File: config.mk
export PLATFORM = sky130hd
export DESIGN_NAME = serdac_front
export DESIGN_NICKNAME = d
export VERILOG_FILES = /design/src/rtl/serdac_pkg.sv /design/src/rtl/serdac_sync.sv /design/src/rtl/serdac_shift_edge.sv /design/src/rtl/serdac_shreg.sv /design/src/rtl/serdac_code_latch.sv /design/src/rtl/serdac_front.sv
export SDC_FILE = /design/constraint.sdc
export NUM_CORES = 1
export LEC_CHECK = 0
export ABC_AREA = 0
export BUFFER_PORTS_ARGS = -buffer_cell sky130_fd_sc_hd__buf_2
export CAP_MARGIN = 20
export CORE_MARGIN = 2
export CORE_UTILIZATION = 30
export DETAILED_ROUTE_END_ITERATION = 10
export MAX_ROUTING_LAYER = met4
export REMOVE_ABC_BUFFERS = 1
export SLEW_MARGIN = 20
export SYNTH_ARGS = -nofsm -noshare
export SYNTH_HDL_FRONTEND = slang
export SYNTH_SLANG_ARGS = --single-unit
File: constraint.sdc
create_clock -name clk_i -period 3.3 [get_ports clk_i]
set_clock_uncertainty 0.1 [all_clocks]
set_input_delay 0.165 -clock clk_i [delete_from_list [all_inputs] [get_ports clk_i]]
set_output_delay 0.165 -clock clk_i [all_outputs]
set_load 0.01 [all_outputs]
File: src/rtl/serdac_pkg.sv
package serdac_pkg;

  typedef struct packed {
    logic sel_n;
    logic sck;
    logic sdi;
    logic load_n;
    logic clear_n;
  } pin_t;

  localparam int PIN_W = $bits(pin_t);

  // Quiet levels of the pins: deselected, clock high, load and clear idle.
  localparam pin_t PIN_IDLE = '{sel_n: 1'b1, sck: 1'b1, sdi: 1'b0,
                                load_n: 1'b1, clear_n: 1'b1};

endpackage

File: src/rtl/serdac_sync.sv
module serdac_sync #(
  parameter int             W       = 1,
  parameter int             STAGES  = 2,
  parameter logic [W-1:0]   RST_VAL = '0
) (
  input  logic         clk_i,
  input  logic         rst_ni,
  input  logic [W-1:0] d_i,
  output logic [W-1:0] q_o
);

  logic [W-1:0] stage_q [STAGES];
  logic [W-1:0] stage_d [STAGES];

  genvar g;
  generate
    for (g = 0; g < STAGES; g++) begin : g_stage
      if (g == 0) begin : g_first
        always_comb stage_d[g] = d_i;
      end else begin : g_next
        always_comb stage_d[g] = stage_q[g-1];
      end

      always_ff @(posedge clk_i or negedge rst_ni) begin
        if (!rst_ni) stage_q[g] <= RST_VAL;
        else         stage_q[g] <= stage_d[g];
      end
    end
  endgenerate

  assign q_o = stage_q[STAGES-1];

endmodule

File: src/rtl/serdac_shift_edge.sv
module serdac_shift_edge (
  input  logic clk_i,
  input  logic rst_ni,
  input  logic sel_n_i,
  input  logic sck_i,
  output logic adv_o
);

  // Select and clock are interchangeable: the shift clock is their OR.
  logic merged_w;
  logic prev_q, prev_d;

  always_comb begin
    merged_w = sel_n_i | sck_i;
    prev_d   = merged_w;
    adv_o    = merged_w & ~prev_q;
  end

  always_ff @(posedge clk_i or negedge rst_ni) begin
    if (!rst_ni) prev_q <= 1'b1;
    else         prev_q <= prev_d;
  end

endmodule

File: src/rtl/serdac_shreg.sv
module serdac_shreg #(
  parameter int W = 12
) (
  input  logic         clk_i,
  input  logic         rst_ni,
  input  logic         adv_i,
  input  logic         bit_i,
  output logic [W-1:0] q_o
);

  logic [W-1:0] sh_q, sh_d;

  always_comb begin
    sh_d = sh_q;
    if (adv_i) sh_d = {sh_q[W-2:0], bit_i};
  end

  always_ff @(posedge clk_i or negedge rst_ni) begin
    if (!rst_ni)    sh_q <= '0;
    else if (adv_i) sh_q <= sh_d;
  end

  assign q_o = sh_q;

endmodule

File: src/rtl/serdac_code_latch.sv
module serdac_code_latch #(
  parameter int W = 12
) (
  input  logic         clk_i,
  input  logic         rst_ni,
  input  logic         load_n_i,
  input  logic         clear_n_i,
  input  logic [W-1:0] src_i,
  output logic [W-1:0] q_o
);

  logic [W-1:0] code_q, code_d;
  logic         upd_w;

  always_comb begin
    upd_w  = ~clear_n_i | ~load_n_i;
    code_d = code_q;
    if (!clear_n_i)     code_d = '0;
    else if (!load_n_i) code_d = src_i;
  end

  always_ff @(posedge clk_i or negedge rst_ni) begin
    if (!rst_ni)    code_q <= '0;
    else if (upd_w) code_q <= code_d;
  end

  assign q_o = code_q;

endmodule

File: src/rtl/serdac_front.sv
module serdac_front #(
  parameter int W          = 12,
  parameter int MV_W       = 16,
  parameter int MV_PER_LSB = 1
) (
  input  logic          clk_i,
  input  logic          rst_ni,
  input  logic          sel_n_i,
  input  logic          sck_i,
  input  logic          sdi_i,
  input  logic          load_n_i,
  input  logic          clear_n_i,
  output logic [W-1:0]  code_o,
  output logic [MV_W-1:0] mv_o
);
  import serdac_pkg::*;

  localparam int SYNC_STAGES = 2;

  // Reset: asserted at once, released after two clock edges.
  logic rst_meta_q, rst_n_q;
  always_ff @(posedge clk_i or negedge rst_ni) begin
    if (!rst_ni) begin
      rst_meta_q <= 1'b0;
      rst_n_q    <= 1'b0;
    end else begin
      rst_meta_q <= 1'b1;
      rst_n_q    <= rst_meta_q;
    end
  end

  pin_t pins_raw, pins_s;
  logic [PIN_W-1:0] pins_s_vec;

  always_comb begin
    pins_raw.sel_n   = sel_n_i;
    pins_raw.sck     = sck_i;
    pins_raw.sdi     = sdi_i;
    pins_raw.load_n  = load_n_i;
    pins_raw.clear_n = clear_n_i;
  end

  serdac_sync #(
    .W      (PIN_W),
    .STAGES (SYNC_STAGES),
    .RST_VAL(PIN_IDLE)
  ) u_sync (
    .clk_i (clk_i),
    .rst_ni(rst_n_q),
    .d_i   (pins_raw),
    .q_o   (pins_s_vec)
  );

  assign pins_s = pin_t'(pins_s_vec);

  logic sel_s, sck_s, sdi_s, ld_s, clr_s;
  assign sel_s = pins_s.sel_n;
  assign sck_s = pins_s.sck;
  assign sdi_s = pins_s.sdi;
  assign ld_s  = pins_s.load_n;
  assign clr_s = pins_s.clear_n;

  logic adv_w;
  serdac_shift_edge u_edge (
    .clk_i  (clk_i),
    .rst_ni (rst_n_q),
    .sel_n_i(sel_s),
    .sck_i  (sck_s),
    .adv_o  (adv_w)
  );

  logic [W-1:0] shreg_q;
  serdac_shreg #(.W(W)) u_shreg (
    .clk_i (clk_i),
    .rst_ni(rst_n_q),
    .adv_i (adv_w),
    .bit_i (sdi_s),
    .q_o   (shreg_q)
  );

  logic [W-1:0] code_q;
  serdac_code_latch #(.W(W)) u_latch (
    .clk_i    (clk_i),
    .rst_ni   (rst_n_q),
    .load_n_i (ld_s),
    .clear_n_i(clr_s),
    .src_i    (shreg_q),
    .q_o      (code_q)
  );

  assign code_o = code_q;
  assign mv_o   = MV_W'(code_q) * MV_W'(MV_PER_LSB);

endmodule

; ---- Word-level counts from Yosys, hierarchy flattened
; Index checks and enable logic that the tools add are counted.
[totals]
reg_bits = 37
input_bits = 7
out_inout_bits = 28
[classes]
n_eq_ne = 1
mux = 2
n_bitwise = 6
n_reduce_logical = 1
[op_table]
columns = operator, count
row1 = two-way mux 12 bit, 2
row2 = NOT 1 bit, 3
row3 = inequality test 2 bit (second input constant), 1
row4 = bitwise OR 1 bit, 2
row5 = AND reduction 2 bit, 1
row6 = AND 1 bit, 1

; ---- Depth between registers and ports, before layout
[logic_depth]
ltp_word = 3
depth_mapped = 3

; ---- Hierarchy
; A second synthesis with hierarchy kept.
[hier_totals]
hier_cells = 96
area_unflattened_um2 = 1475.2
[modules_own_cells]
columns = module, instances, cells_per_inst, area_each_um2
row1 = serdac_code_latch, 1, 38, 510.5
row2 = serdac_shreg, 1, 25, 484.2
row3 = serdac_sync, 1, 10, 260.2
row4 = serdac_front, 1, 20, 177.7
row5 = serdac_shift_edge, 1, 3, 42.5

; ---- Least setup slack after synthesis
; No wires, ideal clock.
[synth_path]
path_kind = reg2reg
startpoint = register u_edge.prev_q
endpoint = register u_shreg.sh_q[10], in the netlist u_shreg.q_o[10]
setup_time_ns = 0.125
t_arrival_ns = 1.087
required_time_ns = 3.075
slack_ns = 1.988
path_stages_with_launch = 4
cell_sequence = dfstp_2 o21bai_4 buf_6 mux2_4
[synth_between]
elab_chain_len = 2
[synth_lines]
columns = item, line
row1 = from (decl), serdac_shift_edge.sv:11  ; logic prev_q, prev_d;
row2 = from (signal assigned), serdac_shift_edge.sv:21  ; else prev_q <= prev_d;
row3 = NOT 1 bit, serdac_shift_edge.sv:16  ; adv_o = merged_w & ~prev_q;
row4 = AND 1 bit, serdac_shift_edge.sv:16
row5 = to (signal assigned), serdac_shreg.sv:19  ; if (!rst_ni) sh_q <= '0;
row6 = to (signal assigned), serdac_shreg.sv:20  ; else if (adv_i) sh_q <= sh_d;
row7 = to (decl), serdac_shreg.sv:11  ; logic [W-1:0] sh_q, sh_d;
; Every way passes these cells.
; A chain may end at the register's enable or synchronous reset.

; ---- Worst setup path after layout
[layout_path]
startpoint = register u_sync.stage_q (netlist bit u_sync.q_o[3])
endpoint = register u_shreg.sh_q[0], in the netlist u_shreg.q_o[0]
[layout_between]
elab_chain_len = 2
[layout_lines]
columns = item, line
row1 = from (decl), serdac_sync.sv:12  ; logic [W-1:0] stage_q [STAGES];
row2 = "from (signal, indexed assignment)", serdac_sync.sv:26  ; else stage_q[g] <= stage_d[g];
row3 = bitwise OR 1 bit, serdac_shift_edge.sv:14  ; merged_w = sel_n_i | sck_i;
row4 = AND 1 bit, serdac_shift_edge.sv:16
; Every way passes these cells.

==> flow_summary.html <==
<table>
<tr><th>Metric</th><th>Value</th></tr>
<tr><th colspan="2">Critical path</th></tr>
<tr><td>Crit start category</td><td>flop</td></tr>
<tr><td>Worst path arrival time</td><td>approximately 1.5 ns</td></tr>
<tr><td>Data required time of the critical path</td><td>roughly 3.4 ns</td></tr>
<tr><td>Max FO, Critical Path</td><td>12</td></tr>
<tr><td>Category of the worst setup path capture point</td><td>flop</td></tr>
<tr><td>Critical Setup Path Class</td><td>reg -&gt; reg</td></tr>
<tr><th colspan="2">Clock network</th></tr>
<tr><td>Clock Tree Root</td><td>clkbuf_8</td></tr>
<tr><td>CTS tree</td><td>done</td></tr>
<tr><td>Clock insertion delay at the later pin of the skew report</td><td>between 0.2 and 0.3 ns</td></tr>
<tr><td>Number of levels the H-tree was split into</td><td>2</td></tr>
<tr><td>Sink count of the clock tree</td><td>37</td></tr>
<tr><td>Post-CTS sizing</td><td>0</td></tr>
<tr><td>Clock transition at the registers of the reported paths</td><td>approximately 0.070 ns</td></tr>
<tr><td>Clock buffers created by TritonCTS</td><td>5</td></tr>
<tr><td>Largest buffer count on any clock path</td><td>2</td></tr>
<tr><th colspan="2">Job</th></tr>
<tr><td>Count of max-cap constraint violations</td><td>0</td></tr>
<tr><th colspan="2">Routing</th></tr>
<tr><td>Post-detailed-routing wire length</td><td>between 2000 and 2500 um</td></tr>
<tr><td>Initial DRC count</td><td>23</td></tr>
<tr><td>Routed WL per cell</td><td>between 10 and 15 um</td></tr>
<tr><td>Average via count per standard cell</td><td>~4</td></tr>
<tr><td>Count of TritonRoute iterations in the first routing pass</td><td>4</td></tr>
<tr><td>Post-route antenna net violation count</td><td>0</td></tr>
<tr><td>Total number of vias</td><td>758</td></tr>
<tr><td>Remaining design rule violation count</td><td>0</td></tr>
<tr><th colspan="2">Finish</th></tr>
<tr><td>Total of fill cells in the finished design</td><td>486</td></tr>
<tr><td>Storage cell area</td><td>roughly 940 sq um</td></tr>
<tr><td>Area of combinational cells with multiple inputs</td><td>412 sq um</td></tr>
<tr><td>Post-route cell area</td><td>~0.0018 sq mm</td></tr>
<tr><td>Layout net count</td><td>~130</td></tr>
<tr><td>Number of cells in the finished layout apart from fillers</td><td>192</td></tr>
<tr><td>Antenna Cells</td><td>0</td></tr>
<tr><td>Fraction of final layout cells sized beyond drive strength 1</td><td>~50%</td></tr>
<tr><td>Core Util, Final</td><td>37.0%</td></tr>
<tr><td>Layout Area Growth over Synthesis</td><td>18.5%</td></tr>
<tr><th colspan="2">Timing</th></tr>
<tr><td>Unrepaired setup endpoints after global routing</td><td>false</td></tr>
<tr><td>Number of endpoints failing setup at the final stage</td><td>0</td></tr>
<tr><td>Tightest Pin Transition</td><td>roughly 0.64 ns</td></tr>
<tr><td>Final critical-path required period</td><td>roughly 1.4 ns</td></tr>
<tr><td>Slew Limit Headroom</td><td>between 50% and 60%</td></tr>
<tr><td>Final period utilization</td><td>a little over two fifths</td></tr>
<tr><td>Final Hold Viols</td><td>0</td></tr>
<tr><td>Max-slew violations</td><td>0</td></tr>
<tr><td>Final total negative setup slack</td><td>0 ns</td></tr>
<tr><td>Maximum achievable frequency</td><td>716 MHz</td></tr>
<tr><th colspan="2">GRT</th></tr>
<tr><td>Pin count of the biggest net entering global routing</td><td>31</td></tr>
<tr><td>First-pass GRT wire length</td><td>~3900 um</td></tr>
<tr><td>Antenna violations before repair</td><td>0</td></tr>
<tr><td>Global route total overflow</td><td>0</td></tr>
<tr><td>Vias in the first global route</td><td>around 800</td></tr>
<tr><td>Combined global-route utilization of all metal layers</td><td>10.0%</td></tr>
<tr><th colspan="2">Floorplan</th></tr>
<tr><td>Full die area</td><td>0.00552 sq mm</td></tr>
<tr><td>Starting density of the core</td><td>31.2%</td></tr>
<tr><td>Cell row count</td><td>25</td></tr>
<tr><td>Die span in x</td><td>74.3 um</td></tr>
<tr><td>Overall die height</td><td>74.3 um</td></tr>
<tr><td>Floorplan Core Area</td><td>about 0.0048 sq mm</td></tr>
<tr><td>I/O pin total</td><td>35</td></tr>
<tr><th colspan="2">Place</th></tr>
<tr><td>Cell count after placement</td><td>178</td></tr>
<tr><td>Count of buffers inserted at the top-level ports</td><td>30</td></tr>
<tr><td>Final HPWL DP</td><td>roughly 1500 um</td></tr>
<tr><td>RD Place Congestion</td><td>around 0.64</td></tr>
<tr><td>Post-place instance area</td><td>~0.0016 sq mm</td></tr>
<tr><th colspan="2">Yosys</th></tr>
<tr><td>Largest cells by area after synthesis</td><td>dfrtp_1, dfstp_2, mux2_4</td></tr>
<tr><td>Sequential element share of the synthesized area</td><td>a little over three fifths</td></tr>
<tr><td>Syn. warnings</td><td>0</td></tr>
<tr><td>Post-synthesis average cell area</td><td>between 15 and 20 sq um</td></tr>
<tr><td>Synthesized instance count</td><td>96</td></tr>
<tr><td>Synth top area share</td><td>a little under half</td></tr>
<tr><td>Number of different library cells in the post-synthesis netlist</td><td>12</td></tr>
<tr><td>Number of register bits inferred by synthesis</td><td>37</td></tr>
<tr><td>Total standard cell area after synthesis</td><td>about 0.0015 sq mm</td></tr>
<tr><td>Dominant cell type by area after synthesis</td><td>dfrtp_1</td></tr>
<tr><th colspan="2">Run status</th></tr>
<tr><td>Run status</td><td>finished clean</td></tr>
<tr><th colspan="2">Power and ir drop</th></tr>
<tr><td>Overall power after layout</td><td>between 1 and 1.5 mW</td></tr>
<tr><td>Leakage component of the power</td><td>approximately 0.90 nW</td></tr>
<tr><td>Pwr per Cell Area</td><td>about 710 mW/mm^2</td></tr>
<tr><td>IR drop worst, VDD</td><td>between 300 and 400 uV</td></tr>
<tr><th colspan="2">Hold path</th></tr>
<tr><td>Worst hold path type</td><td>in -&gt; async</td></tr>
</table>
kinds of logic after synthesis:
group	synth area share (%)
AO/OA/AOI/OAI	1.26
flip-flops	63.2
AND/OR/NAND/NOR	5.48
other	0.506
buffers and inverters	9.87
multiplexers	19.7
worst max-delay path, stage by stage, from the launching register on:
cell,delay (ns)
dfstp_2,0.38
o21bai_4,0.42
mux2_2,0.39
worst paths after layout:
kind / endpoint / cells past startpoint / slack [ns] / startpoint
setup / recovery: u_shreg.q_o[0]$_DFFE_PN0P_ / 2 / 1.90 / u_sync.q_o[3]$_DFF_PN1_
hold / removal: rst_n_q$_DFF_PN0_ / 2 / 0.09 / rst_ni
setup reg to reg: u_shreg.q_o[0]$_DFFE_PN0P_ / 2 / 1.90 / u_sync.q_o[3]$_DFF_PN1_
hold reg to reg: u_shreg.q_o[2]$_DFFE_PN0P_ / 0 / 0.19 / rst_n_q$_DFF_PN0_
max in group asynchronous: u_shreg.q_o[9]$_DFFE_PN0P_ / 1 / 2.38 / rst_n_q$_DFF_PN0_
min in group clk_i: u_sync.q_o[1]$_DFF_PN1_ / 0 / 0.26 / u_sync.stage_d[1]$_DFF_PN1_
layout make-up:
| type | instances | share of cell area [%] |
|---|---|---|
| Sequential cell | 37 | 53.3 |
| Multi-Input combinational cell | 43 | 23.4 |
| Timing Repair Buffer | 37 | 12.4 |
| Tap cell | 67 | 4.77 |
| Clock buffer | 6 | 4.13 |
| Clock inverter | 2 | 1.99 |
layout by cell type, fill, tap and decap left out:
master / synthesis / routed
buf_2: 0 / 30
dfrtp_1: 28 / 27
mux2i_1: 12 / 12
nor2b_1: 12 / 12
mux2_4: 10 / 10
dfstp_2: 9 / 9
dlygate4sd3_1: 0 / 6
conb_1: 2 / 5
clkbuf_8: 0 / 5
mux2_2: 2 / 2
or2_2: 1 / 1
o21bai_4: 1 / 1
clkinv_2: 0 / 1
bufinv_16: 0 / 1
clkbuf_1: 1 / 1
buf_4: 16 / 1
dfrtp_2: 0 / 1
flip-flops by register name, summed over array words and instances (netlist names):
name	cells
u_shreg.q_o	12
u_edge.prev_q	1
u_latch.q_o	12
rst_n_q	1
rst_meta_q	1
u_sync.stage_d	5
u_sync.q_o	5
per-layer routing:
| metal | track usage, % | vias up | routed length, um |
|---|---|---|---|
| met3 | 3.66 | 6 | 127 |
| met1 | 11.6 | 379 | 954 |
| met2 | 15.5 | 25 | 1120 |
| met5 | - | - | 0 |
| li1 | - | 348 | - |
| met4 | 4.76 | 0 | 49 |
stage by stage:
step	hold WS, ns	setup WS, ns
3_5_place_dp	-0.145	1.90
2_1_floorplan	-0.231	1.98
3_3_place_gp	-0.150	1.93
4_1_cts	0.0757	1.90
6_report	0.0912	1.90
5_1_grt	0.0782	1.85
synth_stat cells:
master    instances
buf_4            16
or2_2             1
dfstp_2           9
mux2_2            2
mux2i_1          12
buf_6             2
conb_1            2
o21bai_4          1
mux2_4           10
dfrtp_1          28
nor2b_1          12
clkbuf_1          1
what timing repair did:
item | in CTS | in global routing
buffers inserted | 0 | 0
hold endpoints to repair | 7 | 0
hold buffers | 6 | 0
power breakdown:
part | internal, mW | total, mW | leakage [nW] | switching (mW)
sequential | 0.555 | 0.639 | 0.451 | 0.0844
clock | 0.224 | 0.376 | 0.0552 | 0.152
combinational | 0.151 | 0.235 | 0.391 | 0.0847
total | 0.929 | 1.25 | 0.897 | 0.321
Note: power is estimated with default switching activity, not from simulation.
